===== src/rtl/tmd_pkg.sv =====
package tmd_pkg;

  typedef enum logic [1:0] {
    RATIO_BASE  = 2'b00,
    RATIO_PLUS1 = 2'b01,
    RATIO_LONG  = 2'b10
  } ratio_e;

  function automatic ratio_e pick_ratio(input logic sel_a, input logic sel_b);
    ratio_e r;
    if (sel_b)      r = RATIO_LONG;
    else if (sel_a) r = RATIO_BASE;
    else            r = RATIO_PLUS1;
    return r;
  endfunction

endpackage


===== src/rtl/tmd_mode_latch.sv =====
module tmd_mode_latch
  import tmd_pkg::*;
(
  input  logic   clk,
  input  logic   rst_n,
  input  logic   sel_a,
  input  logic   sel_b,
  input  logic   period_end,
  output ratio_e eff_ratio,
  output ratio_e held_ratio
);

  logic   armed_q, armed_d;
  ratio_e ratio_q, ratio_d;
  logic   load_en;
  ratio_e live_ratio;

  always_comb begin
    live_ratio = pick_ratio(sel_a, sel_b);
    load_en    = !armed_q || period_end;
    ratio_d    = load_en ? live_ratio : ratio_q;
    armed_d    = 1'b1;
  end

  always_ff @(posedge clk or negedge rst_n) begin
    if (!rst_n) begin
      armed_q <= 1'b0;
      ratio_q <= RATIO_BASE;
    end else begin
      armed_q <= armed_d;
      if (load_en) ratio_q <= ratio_d;
    end
  end

  assign eff_ratio  = armed_q ? ratio_q : live_ratio;
  assign held_ratio = ratio_q;

  // the captured ratio never moves inside a period
  p_ratio_hold_r7: assert property (@(posedge clk) disable iff (!rst_n)
    (armed_q && !period_end) |=> $stable(ratio_q));

endmodule


===== src/rtl/tmd_front.sv =====
module tmd_front #(
  parameter int PRE_DIV = 4,
  localparam int PW = $clog2(PRE_DIV + 1)
) (
  input  logic          clk,
  input  logic          rst_n,
  input  logic          stretch,
  output logic [PW-1:0] phase,
  output logic          slot_done
);

  logic [PW-1:0] phase_q, phase_d;
  logic [PW-1:0] top_val;

  always_comb begin
    top_val   = stretch ? PW'(PRE_DIV) : PW'(PRE_DIV - 1);
    slot_done = (phase_q == top_val);
    phase_d   = slot_done ? '0 : phase_q + PW'(1);
  end

  always_ff @(posedge clk or negedge rst_n) begin
    if (!rst_n) phase_q <= '0;
    else        phase_q <= phase_d;
  end

  assign phase = phase_q;

  // the extra front-divider cycle exists only in a stretched slot
  p_phase_range_r3: assert property (@(posedge clk) disable iff (!rst_n)
    phase_q <= PW'(PRE_DIV));
  p_stretch_only_r3: assert property (@(posedge clk) disable iff (!rst_n)
    (phase_q == PW'(PRE_DIV)) |-> stretch);

endmodule


===== src/rtl/tmd_count.sv =====
module tmd_count #(
  parameter int BASE_LEN = 16,
  parameter int LONG_LEN = 18,
  localparam int CW = $clog2(LONG_LEN)
) (
  input  logic          clk,
  input  logic          rst_n,
  input  logic          advance,
  input  logic          long_mode,
  output logic [CW-1:0] idx,
  output logic          last
);

  logic [CW-1:0] idx_q, idx_d;
  logic [CW-1:0] last_val;

  always_comb begin
    last_val = long_mode ? CW'(LONG_LEN - 1) : CW'(BASE_LEN - 1);
    last     = (idx_q == last_val);
    idx_d    = last ? '0 : idx_q + CW'(1);
  end

  always_ff @(posedge clk or negedge rst_n) begin
    if (!rst_n)       idx_q <= '0;
    else if (advance) idx_q <= idx_d;
  end

  assign idx = idx_q;

  // the counter stays inside the long length and wraps at its end
  p_idx_range_r4: assert property (@(posedge clk) disable iff (!rst_n)
    idx_q < CW'(LONG_LEN));
  p_idx_wrap_r4: assert property (@(posedge clk) disable iff (!rst_n)
    (advance && last) |=> (idx_q == '0));

endmodule


===== src/rtl/tmd_shaper.sv =====
module tmd_shaper
  import tmd_pkg::*;
#(
  parameter int PRE_DIV    = 4,
  parameter int BASE_LEN   = 16,
  parameter int LONG_LEN   = 18,
  parameter int HIGH_COUNT = 32,
  localparam int PW   = $clog2(PRE_DIV + 1),
  localparam int CW   = $clog2(LONG_LEN),
  localparam int POSW = $clog2(PRE_DIV * LONG_LEN + 1)
) (
  input  logic          clk,
  input  logic          rst_n,
  input  logic [CW-1:0] idx,
  input  logic [PW-1:0] phase,
  input  ratio_e        ratio,
  input  logic          period_end,
  output logic          div_out
);

  localparam int N_BASE = PRE_DIV * BASE_LEN;
  localparam int N_LONG = PRE_DIV * LONG_LEN;

  logic [POSW-1:0] pos0;
  logic [POSW-1:0] span;
  logic            out_q, out_d;

  always_comb begin
    pos0 = POSW'(idx) * POSW'(PRE_DIV) + POSW'(phase);
    case (ratio)
      RATIO_PLUS1: span = POSW'(N_BASE + 1);
      RATIO_LONG:  span = POSW'(N_LONG);
      default:     span = POSW'(N_BASE);
    endcase
    if (pos0 == span - POSW'(2))            out_d = 1'b0;
    else if (pos0 == POSW'(HIGH_COUNT - 2)) out_d = 1'b1;
    else                                    out_d = out_q;
  end

  always_ff @(posedge clk or negedge rst_n) begin
    if (!rst_n) out_q <= 1'b1;
    else        out_q <= out_d;
  end

  assign div_out = out_q;

  // the output falls only on the final count and rises only on the high count
  p_fall_at_end_r5: assert property (@(posedge clk) disable iff (!rst_n)
    $fell(out_q) |-> period_end);
  p_rise_at_mid_r5: assert property (@(posedge clk) disable iff (!rst_n)
    $rose(out_q) |-> (pos0 == POSW'(HIGH_COUNT - 1)));

endmodule


===== src/rtl/tmd_divider.sv =====
module tmd_divider
  import tmd_pkg::*;
#(
  parameter int PRE_DIV    = 4,
  parameter int BASE_LEN   = 16,
  parameter int LONG_LEN   = 18,
  parameter int HIGH_COUNT = 32
) (
  input  logic       clk_in,
  input  logic       rst_n,
  input  logic       sel_a,
  input  logic       sel_b,
  output logic       div_out,
  output logic [1:0] ratio_code,
  output logic       tc_pulse
);

  localparam int PW   = $clog2(PRE_DIV + 1);
  localparam int CW   = $clog2(LONG_LEN);
  localparam int POSW = $clog2(PRE_DIV * LONG_LEN + 1);

  ratio_e        eff_ratio, held_ratio;
  logic [PW-1:0] phase;
  logic          slot_done;
  logic [CW-1:0] idx;
  logic          last;
  logic          stretch, long_mode, period_end;

  assign stretch    = (eff_ratio == RATIO_PLUS1) && last;
  assign long_mode  = (eff_ratio == RATIO_LONG);
  assign period_end = slot_done && last;

  tmd_mode_latch i_mode (
    .clk        (clk_in),
    .rst_n      (rst_n),
    .sel_a      (sel_a),
    .sel_b      (sel_b),
    .period_end (period_end),
    .eff_ratio  (eff_ratio),
    .held_ratio (held_ratio)
  );

  tmd_front #(.PRE_DIV(PRE_DIV)) i_front (
    .clk       (clk_in),
    .rst_n     (rst_n),
    .stretch   (stretch),
    .phase     (phase),
    .slot_done (slot_done)
  );

  tmd_count #(.BASE_LEN(BASE_LEN), .LONG_LEN(LONG_LEN)) i_count (
    .clk       (clk_in),
    .rst_n     (rst_n),
    .advance   (slot_done),
    .long_mode (long_mode),
    .idx       (idx),
    .last      (last)
  );

  tmd_shaper #(
    .PRE_DIV    (PRE_DIV),
    .BASE_LEN   (BASE_LEN),
    .LONG_LEN   (LONG_LEN),
    .HIGH_COUNT (HIGH_COUNT)
  ) i_shape (
    .clk        (clk_in),
    .rst_n      (rst_n),
    .idx        (idx),
    .phase      (phase),
    .ratio      (eff_ratio),
    .period_end (period_end),
    .div_out    (div_out)
  );

  assign ratio_code = held_ratio;
  assign tc_pulse   = period_end;

  // Period-length watch counter, used by the assertions only
  logic [POSW-1:0] chk_cyc;
  logic [POSW-1:0] chk_span;

  always_ff @(posedge clk_in or negedge rst_n) begin
    if (!rst_n)        chk_cyc <= '0;
    else if (tc_pulse) chk_cyc <= '0;
    else               chk_cyc <= chk_cyc + POSW'(1);
  end

  always_comb begin
    case (held_ratio)
      RATIO_PLUS1: chk_span = POSW'(PRE_DIV * BASE_LEN + 1);
      RATIO_LONG:  chk_span = POSW'(PRE_DIV * LONG_LEN);
      default:     chk_span = POSW'(PRE_DIV * BASE_LEN);
    endcase
  end

  // the strobe lasts one cycle
  p_tc_single_r6: assert property (@(posedge clk_in) disable iff (!rst_n)
    tc_pulse |=> !tc_pulse);
  // the period length matches the captured ratio
  p_period_len_r2: assert property (@(posedge clk_in) disable iff (!rst_n)
    tc_pulse |-> (chk_cyc == chk_span - POSW'(1)));

endmodule


===== config.mk =====
export PLATFORM = sky130hd
export DESIGN_NAME = tmd_divider
export DESIGN_NICKNAME = d
export VERILOG_FILES = /design/src/rtl/tmd_pkg.sv /design/src/rtl/tmd_mode_latch.sv /design/src/rtl/tmd_front.sv /design/src/rtl/tmd_count.sv /design/src/rtl/tmd_shaper.sv /design/src/rtl/tmd_divider.sv
export SDC_FILE = /design/constraint.sdc
export NUM_CORES = 1
export LEC_CHECK = 0
export ABC_AREA = 0
export ABC_CLOCK_PERIOD_IN_PS = 3800
export BUFFER_PORTS_ARGS = -buffer_cell sky130_fd_sc_hd__buf_2
export CORE_UTILIZATION = 54
export CTS_BUF_LIST = sky130_fd_sc_hd__clkbuf_4 sky130_fd_sc_hd__clkbuf_8
export CTS_CLUSTER_DIAMETER = 150
export CTS_CLUSTER_SIZE = 28
export DETAILED_ROUTE_END_ITERATION = 6
export PLACE_DENSITY = 0.81
export RECOVER_POWER = 50
export SLEW_MARGIN = 5
export SYNTH_ARGS = -nofsm -noshare
export SYNTH_HDL_FRONTEND = slang
export SYNTH_SLANG_ARGS = --single-unit
export TNS_END_PERCENT = 1

===== constraint.sdc =====
create_clock -name clk_in -period 3.8 [get_ports clk_in]
set_input_delay 0.19 -clock clk_in [delete_from_list [all_inputs] [get_ports clk_in]]
set_output_delay 0.19 -clock clk_in [all_outputs]
set_load 0.05 [all_outputs]

Word level (Yosys, flattened, before mapping). Cells that the tools add are included.

Flip-flop bits (word level): 12. Bits of input ports: 4.

Add/subtract/negate cells: 4. Eq/ne operators: 6. Mux-type cells: 10. Reductions and logical operators: 5.

Operators by type and width (count): two-way mux 5 bit (2); case mux 4 bit (2 select lines) (1); adder 7 x 3 -> 7 bit (1); == test 7 x 5 -> 1 bit (second input constant) (1); == test 7 bit (1); subtractor 7 x 2 -> 7 bit (second input constant) (1); two-way mux 3 bit (2); adder 5 x 1 -> 5 bit (second input constant) (1); == test 5 bit (1); two-way mux 2 bit (2); adder 3 x 1 -> 3 bit (second input constant) (1); == test 3 bit (1); two-way mux 1 bit (3); == test 2 x 1 -> 1 bit (second input constant) (1); == test 2 bit (second input constant) (1); logical AND 1 bit (2); nonzero test 2 bit (1); zero test 1 bit (1); logical OR 1 bit (1).

Longest topological paths before layout. Gate-level depths: netlist of the first run.

Depth after elaboration: 11. Mapped depth: 7. Mapped depth without buffers: 7.

By module. A second synthesis of the first run with hierarchy kept.

Cells, all modules: 80. Area, all modules: 807.0 sq um.

Modules (own cells, without submodules): tmd_count (times used 1, cells each 27, area an instance 282.8 sq um, sequential area each 125.1 sq um); tmd_shaper (times used 1, cells each 27, area an instance 209.0 sq um, sequential area each 26.3 sq um); tmd_front (times used 1, cells each 13, area an instance 150.1 sq um, sequential area each 75.1 sq um); tmd_mode_latch (times used 1, cells each 10, area an instance 143.9 sq um, sequential area each 75.1 sq um); tmd_divider (times used 1, cells each 3, area an instance 21.3 sq um, sequential area each 0.0 sq um).

Worst setup path before layout of the first run. Ideal clock, no wire load.

Path type: register to register. Start: register i_mode.ratio_q[0], in the netlist i_mode.held_ratio[0]. End: register i_mode.ratio_q[0], in the netlist i_mode.held_ratio[0]. Library setup time: 0.127 ns. Data arrival time: 1.846 ns. Required time: 3.673 ns. Slack: 1.827 ns. Cell stages (with the launch flop): 6. Path buffers: 0. Path through: dfrtp_1 -> nand3b_1 -> and4b_1 -> a31o_2 -> a21bo_1 -> mux2_1.

Word-level cells in the longest chain between the ends: 9. Elaborated cells between the ends (all ways): 10. Those cells by class: eq/ne (4); mux (3); reduce/logical (3).

RTL lines: start, declared (RTL line tmd_mode_latch.sv:14) `ratio_e ratio_q, ratio_d;`; start signal, assigned (RTL line tmd_mode_latch.sv:31) `if (load_en) ratio_q <= ratio_d;`; two-way mux 2 bit (*) (RTL line tmd_mode_latch.sv:35) `assign eff_ratio = armed_q ? ratio_q : live_ratio;`; == test 2 bit (RTL line tmd_divider.sv:30) `assign long_mode = (eff_ratio == RATIO_LONG);`; two-way mux 5 bit (RTL line tmd_count.sv:18) `last_val = long_mode ? CW'(LONG_LEN - 1) : CW'(BASE_LEN - 1);`; == test 5 bit (RTL line tmd_count.sv:19) `last = (idx_q == last_val);`; logical AND 1 bit (RTL line tmd_divider.sv:29) `assign stretch = (eff_ratio == RATIO_PLUS1) && last;`; two-way mux 3 bit (RTL line tmd_front.sv:16) `top_val = stretch ? PW'(PRE_DIV) : PW'(PRE_DIV - 1);`; == test 3 bit (RTL line tmd_front.sv:17) `slot_done = (phase_q == top_val);`; logical AND 1 bit (*) (RTL line tmd_divider.sv:31) `assign period_end = slot_done && last;`; logical OR 1 bit (*) (RTL line tmd_mode_latch.sv:20) `load_en = !armed_q || period_end;`.

Mark *: on every way between the ends. The rest lies on a longest branch, timed or not. A chain may end at the register's enable or synchronous reset.

Worst setup path in the final report of the first run.
Start: register i_count.idx_q[0], in the netlist i_count.idx[0]. End: output port tc_pulse.

Word-level cells in the longest chain between the ends: 5.

RTL lines: start, declared (RTL line tmd_count.sv:14) `logic [CW-1:0] idx_q, idx_d;`; start signal, assigned (RTL line tmd_count.sv:25) `else if (advance) idx_q <= idx_d;`; == test 5 bit (*) (RTL line tmd_count.sv:19); logical AND 1 bit (RTL line tmd_divider.sv:29); two-way mux 3 bit (RTL line tmd_front.sv:16); == test 3 bit (RTL line tmd_front.sv:17); logical AND 1 bit (*) (RTL line tmd_divider.sv:31); end, declared (RTL line tmd_divider.sv:15) `output logic tc_pulse`.

Marks and branches as above.

==> implementation parameters, run 1 <==
Parameter                              Value

Pwr
  Worst IR drop on VDD ... 0.409 mV
  Leakage power of the design ... 0.000380 µW
  Post-route total power ... 526 µW
  Power density over the cells ... 575 mW/mm²

Final layout
  Count of nets after finishing ... 104
  Count of antenna diodes in the layout ... 0
  Area used by multi-input combinational logic ... 505 µm²
  Area growth syn-to-layout ... 10.3%
  Fraction of final layout cells sized beyond drive strength 1 ... 0.170
  Area occupied by registers ... 302 µm²
  Number of filler instances in the final layout ... 121

Global route
  Total global routing track utilization ... 0.262
  Vias in the first global route ... 642
  First-pass GRT wire length ... 2900 µm
  Total global routing overflow ... 0
  Antenna violations before repair ... 0
  Maximum number of pins on one net before global-route repair ... 13

Place
  Final GP Congestion ... 0.809
  Count of buffers inserted at the top-level ports ... 7
  HPWL Detailed ... 1310 µm

Job
  Max_cap viols ... 0

Clock network
  TritonCTS clock tree ... yes
  Number of buffers added by the clock tree synthesis step ... 3
  Clock Latency Late Sink ... 0.27 ns
  H-tree depth ... 1
  Worst-case clock buffer depth ... 2
  CTS Root Buffer Type ... clkbuf_4
  Clk slew on worst S/H paths ... 0.08 ns
  Clk sinks ... 12

Drt
  Aggregate routed wire length ... 1780 µm
  DRC violation count after routing ... 0
  Via total after detailed routing ... 688
  Vias per cell ... 6.31
  Wirelength per Cell ... 16.3 µm
  Residual antenna-violating net count after detailed routing ... 0
  Drt first pass iters ... 6
  Violation count after the first detailed-route iteration ... 30

Synth
  Number of synthesized register bits ... 12
  Nets in the synthesized netlist ... 93
  Cells after Synth ... 84
  Avg Inst Size Synth ... 9.88 µm²
  Fraction of the yosys area taken by sequential cells ... 0.363
  Area of the mapped netlist ... 830 µm²
  Number of distinct standard cells referenced by the synthesized netlist ... 38
  Warnings, synthesis ... 0

Timing
  Number of hold-slack violations in the final timing report ... 0
  Final period util ... 0.586
  Tightest slew margin relative to the limit ... 0.564
  Worst slew pin tran ... 0.654 ns
  Count of final max-slew check failures ... 0
  Unrepaired setup endpoints after global routing ... no
  Tmin final ... 2.23 ns
  Final hold slack ... 0.211 ns
  Setup tns final ... 0 ns
  Clock Skew ... 0.0125 ns
  Number of failing setup endpoints in the final timing report ... 0
  Max Clock Freq ... 449 MHz

Outcome
  Outcome ... finished clean

Setup path
  Critical Setup Path Class ... reg2out
  Cell count of the worst reg-to-reg path ... 5
  Element type at the critical path end ... primary output
  Max incr delay on CP ... 0.51 ns
  Worst Path Max Fanout ... 9
  Slowest stage cell, crit path ... dfrtp_1
  Worst Path Required ... 3.61 ns
  Crit path launch type ... flop
  Critical path, cell by cell ... or4b_1 > a32oi_2 > o21ai_0 > and2_1 > buf_2
  Data arrival time of the critical path ... 2.04 ns

Hold path
  WHS Path Cells ... 2
  Tightest Hold Check Type ... in2reg

Floorplanning
  Core footprint ... 0.00137 mm²
  Boundary Pins ... 8
  Starting density of the core ... 0.607
  Die area ... 0.00170 mm²
  Row count ... 13
  Chip width ... 41.2 µm
  Vert. Die Dim ... 41.2 µm
-- final timing paths --
path,startpoint,to,slack (ns)
worst max-delay path,i_count.idx[0]$_DFFE_PN0N_,tc_pulse,1.57
worst min-delay path,sel_b,i_mode.held_ratio[1]$_DFFE_PN0P_,0.21
worst max register to register,i_count.idx[0]$_DFFE_PN0N_,i_mode.held_ratio[0]$_DFFE_PN0P_,1.69
worst min register to register,i_shape.div_out$_DFFE_PN1P_,i_shape.div_out$_DFFE_PN1P_,0.54
max in group asynchronous,rst_n,i_count.idx[4]$_DFFE_PN0N_,2.92
min in group asynchronous,rst_n,i_mode.armed_q$_DFF_PN0_,0.45
-- registers in the layout, indices dropped and copies added, names as in the netlist --
register,count
i_count.idx,5
i_shape.div_out,1
i_mode.armed_q,1
i_front.phase,3
i_mode.held_ratio,2
-- metal layers --
metal  vias to the layer above  GRT usage  part of all wire
li1                        333          -                 -
met1                       333      0.342              0.45
met2                        20      0.449              0.51
met3                         2     0.0163             0.038
met4                         0     0.0968            0.0028
met5                         -          0                 0
-- cells in the final DEF, fill, tap and decap left out, types with 3 or more instances in the layout --
cell / n
buf_2: 6
clkbuf_4: 4
dfrtp_1: 11
ha_1: 5
inv_1: 4
nand2_1: 4
nand3_1: 6
nand3b_1: 3
nand4b_1: 3
nor2_1: 6
nor3_1: 3
o21ai_0: 3
xnor2_1: 5
-- cell families (layout without fill, tap and decap cells) --
group | Yosys count | count (layout) | synth area share
AND/OR/NAND/NOR | 35 | 35 | 0.253
buffers and inverters | 6 | 16 | 0.0271
AO/OA/AOI/OAI | 14 | 14 | 0.148
flip-flops | 12 | 12 | 0.364
adder cells (fa/ha/maj) | 5 | 5 | 0.0754
XOR/XNOR | 6 | 6 | 0.0633
multiplexers | 5 | 5 | 0.0649
other | 1 | 1 | 0.00452
-- timing repair --
action,in CTS,in global routing
hold endpoints to repair,11,0
hold buffers,1,0
setup buffers,0,0
resized for setup,0,0
-- stage by stage --
step / utilization / instances / instance area (µm²) / setup WS, ns
after floorplan: - / 84 / 830 / 1.83
after global placement: 0.641 / 104 / 876 / 1.83
after detailed placement: 0.641 / 104 / 876 / 1.72
after CTS: 0.670 / 109 / 916 / 1.57
after global routing: 0.669 / 109 / 915 / 1.51
final: 0.669 / 109 / 915 / 1.57
-- synth_stat cells (all sizes together) --
library cell	n	area [µm²]
and2	1	6.26
nand2	4	15.0
a21bo	1	10.0
nor2b	2	12.5
dfstp	1	26.3
nand4b	3	26.3
o2111ai	1	8.76
and4	1	10.0
mux2i	2	20.0
a32oi	1	16.3
clkbuf	2	7.51
conb	1	3.75
dfrtp	11	275
and3b	1	8.76
o21a	1	7.51
o31ai	1	7.51
o22ai	1	20.0
or4b	1	10.0
o21ai	3	15.0
a31oi	1	6.26
nor3	3	15.0
xnor2	5	43.8
nor4b	1	8.76
xor2	1	8.76
a41oi	1	8.76
a221oi	1	8.76
and4b	1	10.0
nand3	6	30.0
inv	4	15.0
a21oi	1	5.00
nand3b	3	22.5
nand4	1	6.26
mux2	3	33.8
ha	5	62.6
nor2	6	22.5
a31o	1	8.76
nand2b	1	6.26
-- where the power goes --
group | total [µW] | internal [µW] | switching, µW
Clock | 88.5 | 47.7 | 40.7
Combinational | 200 | 89.0 | 111
Sequential | 238 | 165 | 72.6
Total | 526 | 302 | 224
-- critical path, delay by kind of cell (launching register included) --
kind | cells | cell delay (ns)
AO/OA/AOI/OAI | 2 | 0.37
flip-flops | 1 | 0.51
buffers and inverters | 1 | 0.21
AND/OR/NAND/NOR | 2 | 0.67
-- final cells by class --
cell class                 count  share of cell area
clock buffer                   4              0.0328
inverter                       4              0.0164
multi-input combinational     66               0.553
sequential                    12               0.330
tap                           15              0.0205
timing repair buffer           8              0.0479
Power figures use the tool's default switching activity.
==> run 2, diff against run 1 <==
ABC_CLOCK_PERIOD_IN_PS = 2200   (was 3800)
clock period = 2.2 ns   (was 3.8 ns; I/O delays follow)
==> implementation parameters, run 2 (synthesis gave the netlist of run 1 again) <==
Parameter                              Value

Final layout
  Count of nets after finishing ... 106
  Area used by multi-input combinational logic ... 505 µm²
  Most common library cell in the layout ignoring fill and taps ... dfrtp_1
  Final instance count without filler cells ... 111
  Count of antenna diodes in the layout ... 0
  Area growth syn-to-layout ... 12.1%
  Share of the core filled with cells in the final layout ... 0.680
  Fraction of final layout cells sized beyond drive strength 1 ... 0.188
  Final cell area excluding filler cells ... 930 µm²
  Number of filler instances in the final layout ... 117
  Commonest cells after routing, fill and taps aside ... dfrtp_1, nor2_1, nand3_1, buf_2
  Flip-flop count of the largest register, all copies and words added ... 5
  Area occupied by registers ... 302 µm²

Timing
  Worst slew pin tran ... 0.653 ns
  Unrepaired setup endpoints after global routing ... no
  Setup tns final ... 0 ns
  Max Clock Freq ... 489 MHz
  Worst Slack Setup Final ... 0.156 ns
  Number of failing setup endpoints in the final timing report ... 0
  Count of final max-slew check failures ... 0
  Tightest slew margin relative to the limit ... 0.565
  Number of hold-slack violations in the final timing report ... 0
  Final period util ... 0.929
  Clock Skew ... 0.00207 ns
  Tmin final ... 2.04 ns

Setup path
  Slowest stage cell, crit path ... or4b_1
  Critical Setup Path Class ... reg2out
  Cell count of the worst reg-to-reg path ... 5
  Kind of cell with the highest combined delay on the critical path ... simple AND/OR/NAND/NOR gates
  Worst path bufs/invs ... 1
  Worst Path Required ... 2.09 ns
  WP depth ... 5
  Worst Path Max Fanout ... 7
  Element type at the critical path end ... primary output
  Data arrival time of the critical path ... 1.93 ns
  Critical path, cell by cell ... or4b_1 > a32oi_2 > o21ai_0 > and2_1 > buf_2
  Max incr delay on CP ... 0.49 ns
  Reg2reg start ... i_mode.armed_q$_DFF_PN0_
  Crit path launch type ... flop
  Minimum setup slack among reg-to-reg paths ... 0.22 ns
  Startpoint of the most critical setup path ... i_mode.armed_q$_DFF_PN0_

Pwr
  Worst IR drop on VDD ... 0.670 mV
  Leakage power of the design ... 0.000389 µW
  Power density over the cells ... 986 mW/mm²

Place
  Instance area after placement ... 891 µm²
  Worst Setup Slack post-DPL ... 0.241 ns
  Cell Count Post-Placement ... 106
  Final GP Congestion ... 0.795
  Count of buffers inserted at the top-level ports ... 7
  HPWL Detailed ... 1230 µm

Global route
  Antenna violations before repair ... 0
  Vias in the first global route ... 586
  Total global routing overflow ... 0
  Total global routing track utilization ... 0.235
  Maximum number of pins on one net before global-route repair ... 13
  First-pass GRT wire length ... 2530 µm

Drt
  DRC violation count after routing ... 0
  Drt first pass iters ... 4
  Aggregate routed wire length ... 1640 µm
  Vias per cell ... 6.13
  Total met3 wirelength after detailed routing ... 42 µm
  Wl on met1 ... 801 µm
  Uppermost signal routing layer after detailed routing ... met4
  Wirelength per Cell ... 14.7 µm
  Via total after detailed routing ... 680
  Sum of met2 wire segment lengths after detailed routing ... 767 µm
  Violation count after the first detailed-route iteration ... 17
  Residual antenna-violating net count after detailed routing ... 0

Clock network
  Clk slew on worst S/H paths ... 0.08 ns
  Number of buffers added by the clock tree synthesis step ... 3
  Clk sinks ... 12
  TritonCTS clock tree ... yes
  Clock Latency Late Sink ... 0.28 ns
  H-tree depth ... 1
  Worst-case clock buffer depth ... 2
  CTS Root Buffer Type ... clkbuf_4

Hold path
  WHS Path Cells ... 2
  Hold path startpoint ... sel_b
  Tightest Hold Check Type ... in2reg

Floorplanning
  Boundary Pins ... 8
  Die area ... 0.00170 mm²
  Vert. Die Dim ... 41.2 µm
  Chip width ... 41.2 µm
  Core footprint ... 0.00137 mm²
  Row count ... 13
  Starting density of the core ... 0.607

Job
  Max_cap viols ... 0

Outcome
  Outcome ... finished clean
## run 2: changes by cell type in the layout (fill, tap and decap cells not counted)
cell and change:
buf_4 +2
## run 2: worst paths after layout
kind	end
worst max-delay path	tc_pulse
worst min-delay path	i_mode.held_ratio[1]$_DFFE_PN0P_
max in group asynchronous	i_mode.held_ratio[1]$_DFFE_PN0P_
min in group asynchronous	i_count.idx[4]$_DFFE_PN0N_
worst max register to register	i_mode.held_ratio[1]$_DFFE_PN0P_
worst min register to register	i_shape.div_out$_DFFE_PN1P_
## run 2: cell type report
type	instances	share of cell area
clock buffers	4	0.0323
inverters	4	0.0162
multi-input cells	66	0.544
repair buffers	10	0.0633
flip-flops and latches	12	0.324
well taps	15	0.0202
## run 2: repair_timing
item	in CTS	in global routing
hold buffers	1	0
resized for setup	0	0
buffers inserted	0	0
hold endpoints to repair	12	0
## run 2: per-layer routing
metal,global-route usage,vias up
met2,0.379,9
met1,0.303,329
met3,0.0489,4
li1,-,338
met5,0,-
met4,0.0968,0
## run 2: stage by stage
step / total power [µW] / hold WS, ns
finish: 916 / 0.121
global route: 974 / 0.127
CTS: 919 / 0.113
detailed placement: 755 / 0.00662
global placement: 740 / 0.000853
floorplan: 651 / -0.186
## run 2: power breakdown
| part | total [µW] | internal, µW | switching (µW) |
|---|---|---|---|
| logic | 366 | 165 | 201 |
| clock network | 160 | 82.7 | 77.7 |
| registers | 390 | 286 | 105 |
| total | 916 | 533 | 383 |
==> run 3, diff against run 2 <==
CORE_UTILIZATION = 37   (was 54)
CTS_BUF_LIST = sky130_fd_sc_hd__clkbuf_4   (was sky130_fd_sc_hd__clkbuf_4 sky130_fd_sc_hd__clkbuf_8)
PLACE_DENSITY = 0.61   (was 0.81)
==> implementation parameters, run 3 (synthesis gave the netlist of run 1 again) <==
Parameter                              Value

Pwr
  Worst IR drop on VDD ... 0.478 mV
  Leakage power of the design ... 0.000386 µW
  Power density over the cells ... 956 mW/mm²

Hold path
  Tightest Hold Check Type ... in2reg

Timing
  Unrepaired setup endpoints after global routing ... no
  Setup tns final ... 0 ns
  Max Clock Freq ... 491 MHz
  Tightest slew margin relative to the limit ... 0.547
  Final period util ... 0.925
  Tmin final ... 2.03 ns
  Count of final max-slew check failures ... 0
  Clock Skew ... 0.0127 ns
  Number of failing setup endpoints in the final timing report ... 0
  Number of hold-slack violations in the final timing report ... 0
  Worst slew pin tran ... 0.680 ns

Global route
  Vias in the first global route ... 697
  Maximum number of pins on one net before global-route repair ... 13
  Antenna violations before repair ... 0
  Total global routing track utilization ... 0.165
  Total global routing overflow ... 0
  First-pass GRT wire length ... 2970 µm

Setup path
  Data arrival time of the critical path ... 1.92 ns
  Critical Setup Path Class ... reg2out
  Crit path launch type ... flop
  Worst Path Max Fanout ... 7
  Worst Path Required ... 2.09 ns
  Element type at the critical path end ... primary output

Drt
  Aggregate routed wire length ... 1610 µm
  Residual antenna-violating net count after detailed routing ... 0
  Via total after detailed routing ... 655
  Vias per cell ... 5.33
  Drt first pass iters ... 4
  Violation count after the first detailed-route iteration ... 1
  DRC violation count after routing ... 0
  Wirelength per Cell ... 13.1 µm

Floorplanning
  Vert. Die Dim ... 49.4 µm
  Chip width ... 49.4 µm
  Starting density of the core ... 0.406
  Core footprint ... 0.00204 mm²
  Boundary Pins ... 8
  Die area ... 0.00244 mm²
  Row count ... 16

Clock network
  Clock Latency Late Sink ... 0.28 ns
  Setup bufs post-CTS ... 0
  H-tree depth ... 1
  Worst-case clock buffer depth ... 2
  CTS Root Buffer Type ... clkbuf_4
  Clk slew on worst S/H paths ... 0.07 ns
  TritonCTS clock tree ... yes
  Number of buffers added by the clock tree synthesis step ... 3
  Clk sinks ... 12
  Post-cts repair resize count ... 0
  CTS Hold Bufs ... 1

Place
  Cell Count Post-Placement ... 118
  Final GP Congestion ... 0.783
  Count of buffers inserted at the top-level ports ... 7

Final layout
  Share of the core filled with cells in the final layout ... 0.461
  Flip-flop count of the largest register, all copies and words added ... 5
  Count of nets after finishing ... 106
  Fraction of final layout cells sized beyond drive strength 1 ... 0.177
  Final instance count without filler cells ... 123
  Count of antenna diodes in the layout ... 0
  Commonest cells after routing, fill and taps aside ... dfrtp_1, nor2_1, nand3_1, buf_2
  Area growth syn-to-layout ... 13.4%
  Most common library cell in the layout ignoring fill and taps ... dfrtp_1

Outcome
  Outcome ... finished clean

Job
  Max_cap viols ... 0
-- run 3: cell count changes in the layout (fill, tap and decap cells not counted) --
cell      before  now
clkbuf_4       4    3
clkinv_1       0    1
-- run 3: area by class of cell --
class / instances / area, µm²
Fill cell: 205 / 1100
Multi-Input combinational cell: 66 / 505
Sequential cell: 12 / 302
Timing Repair Buffer: 10 / 58.8
Tap cell: 27 / 33.8
Clock buffer: 3 / 22.5
Inverter: 4 / 15.0
Clock inverter: 1 / 3.75
-- run 3: path summary, 6_finish.rpt --
path                                             from                               end  slack [ns]  cells after the start
setup / recovery             i_mode.armed_q$_DFF_PN0_                          tc_pulse        0.17                      5
hold / removal                                  sel_b  i_mode.held_ratio[1]$_DFFE_PN0P_        0.13                      2
setup reg to reg             i_mode.armed_q$_DFF_PN0_  i_mode.held_ratio[1]$_DFFE_PN0P_        0.21                      5
hold reg to reg            i_front.phase[1]$_DFF_PN0_       i_shape.div_out$_DFFE_PN1P_        0.52                      1
max in group asynchronous                       rst_n  i_mode.held_ratio[1]$_DFFE_PN0P_        1.38                      2
min in group asynchronous                       rst_n        i_count.idx[1]$_DFFE_PN0N_        0.37                      2
-- run 3: where the power goes --
group / switching (µW) / internal [µW]
combinational: 208 / 165
sequential: 95.2 / 286
clock: 79.8 / 65.9
total: 383 / 517
-- run 3: critical path, stage by stage, from the launching register on --
cell,delay (ns)
dfrtp_1,0.42
or4b_1,0.49
a32oi_2,0.25
o21ai_0,0.11
and2_1,0.17
buf_2,0.20
-- run 3: per-layer routing --
| metal | track usage | part of all wire | vias up |
|---|---|---|---|
| met5 | 0 | 0 | - |
| met4 | 0.0882 | 0.024 | 0 |
| met3 | 0.0561 | 0.036 | 7 |
| met2 | 0.260 | 0.45 | 16 |
| met1 | 0.195 | 0.49 | 298 |
| li1 | - | - | 334 |
-- run 3: through the flow --
| step | power (µW) | area [µm²] | setup WS [ns] | hold WS [ns] |
|---|---|---|---|---|
| 4_1_cts | 908 | 942 | 0.152 | 0.113 |
| 6_report | 899 | 941 | 0.165 | 0.125 |
| 3_3_place_gp | 743 | 906 | 0.253 | 0.0123 |
| 5_1_grt | 973 | 941 | 0.0621 | 0.134 |
| 3_5_place_dp | 746 | 906 | 0.227 | 0.0118 |
| 2_1_floorplan | 651 | 830 | 0.227 | -0.186 |
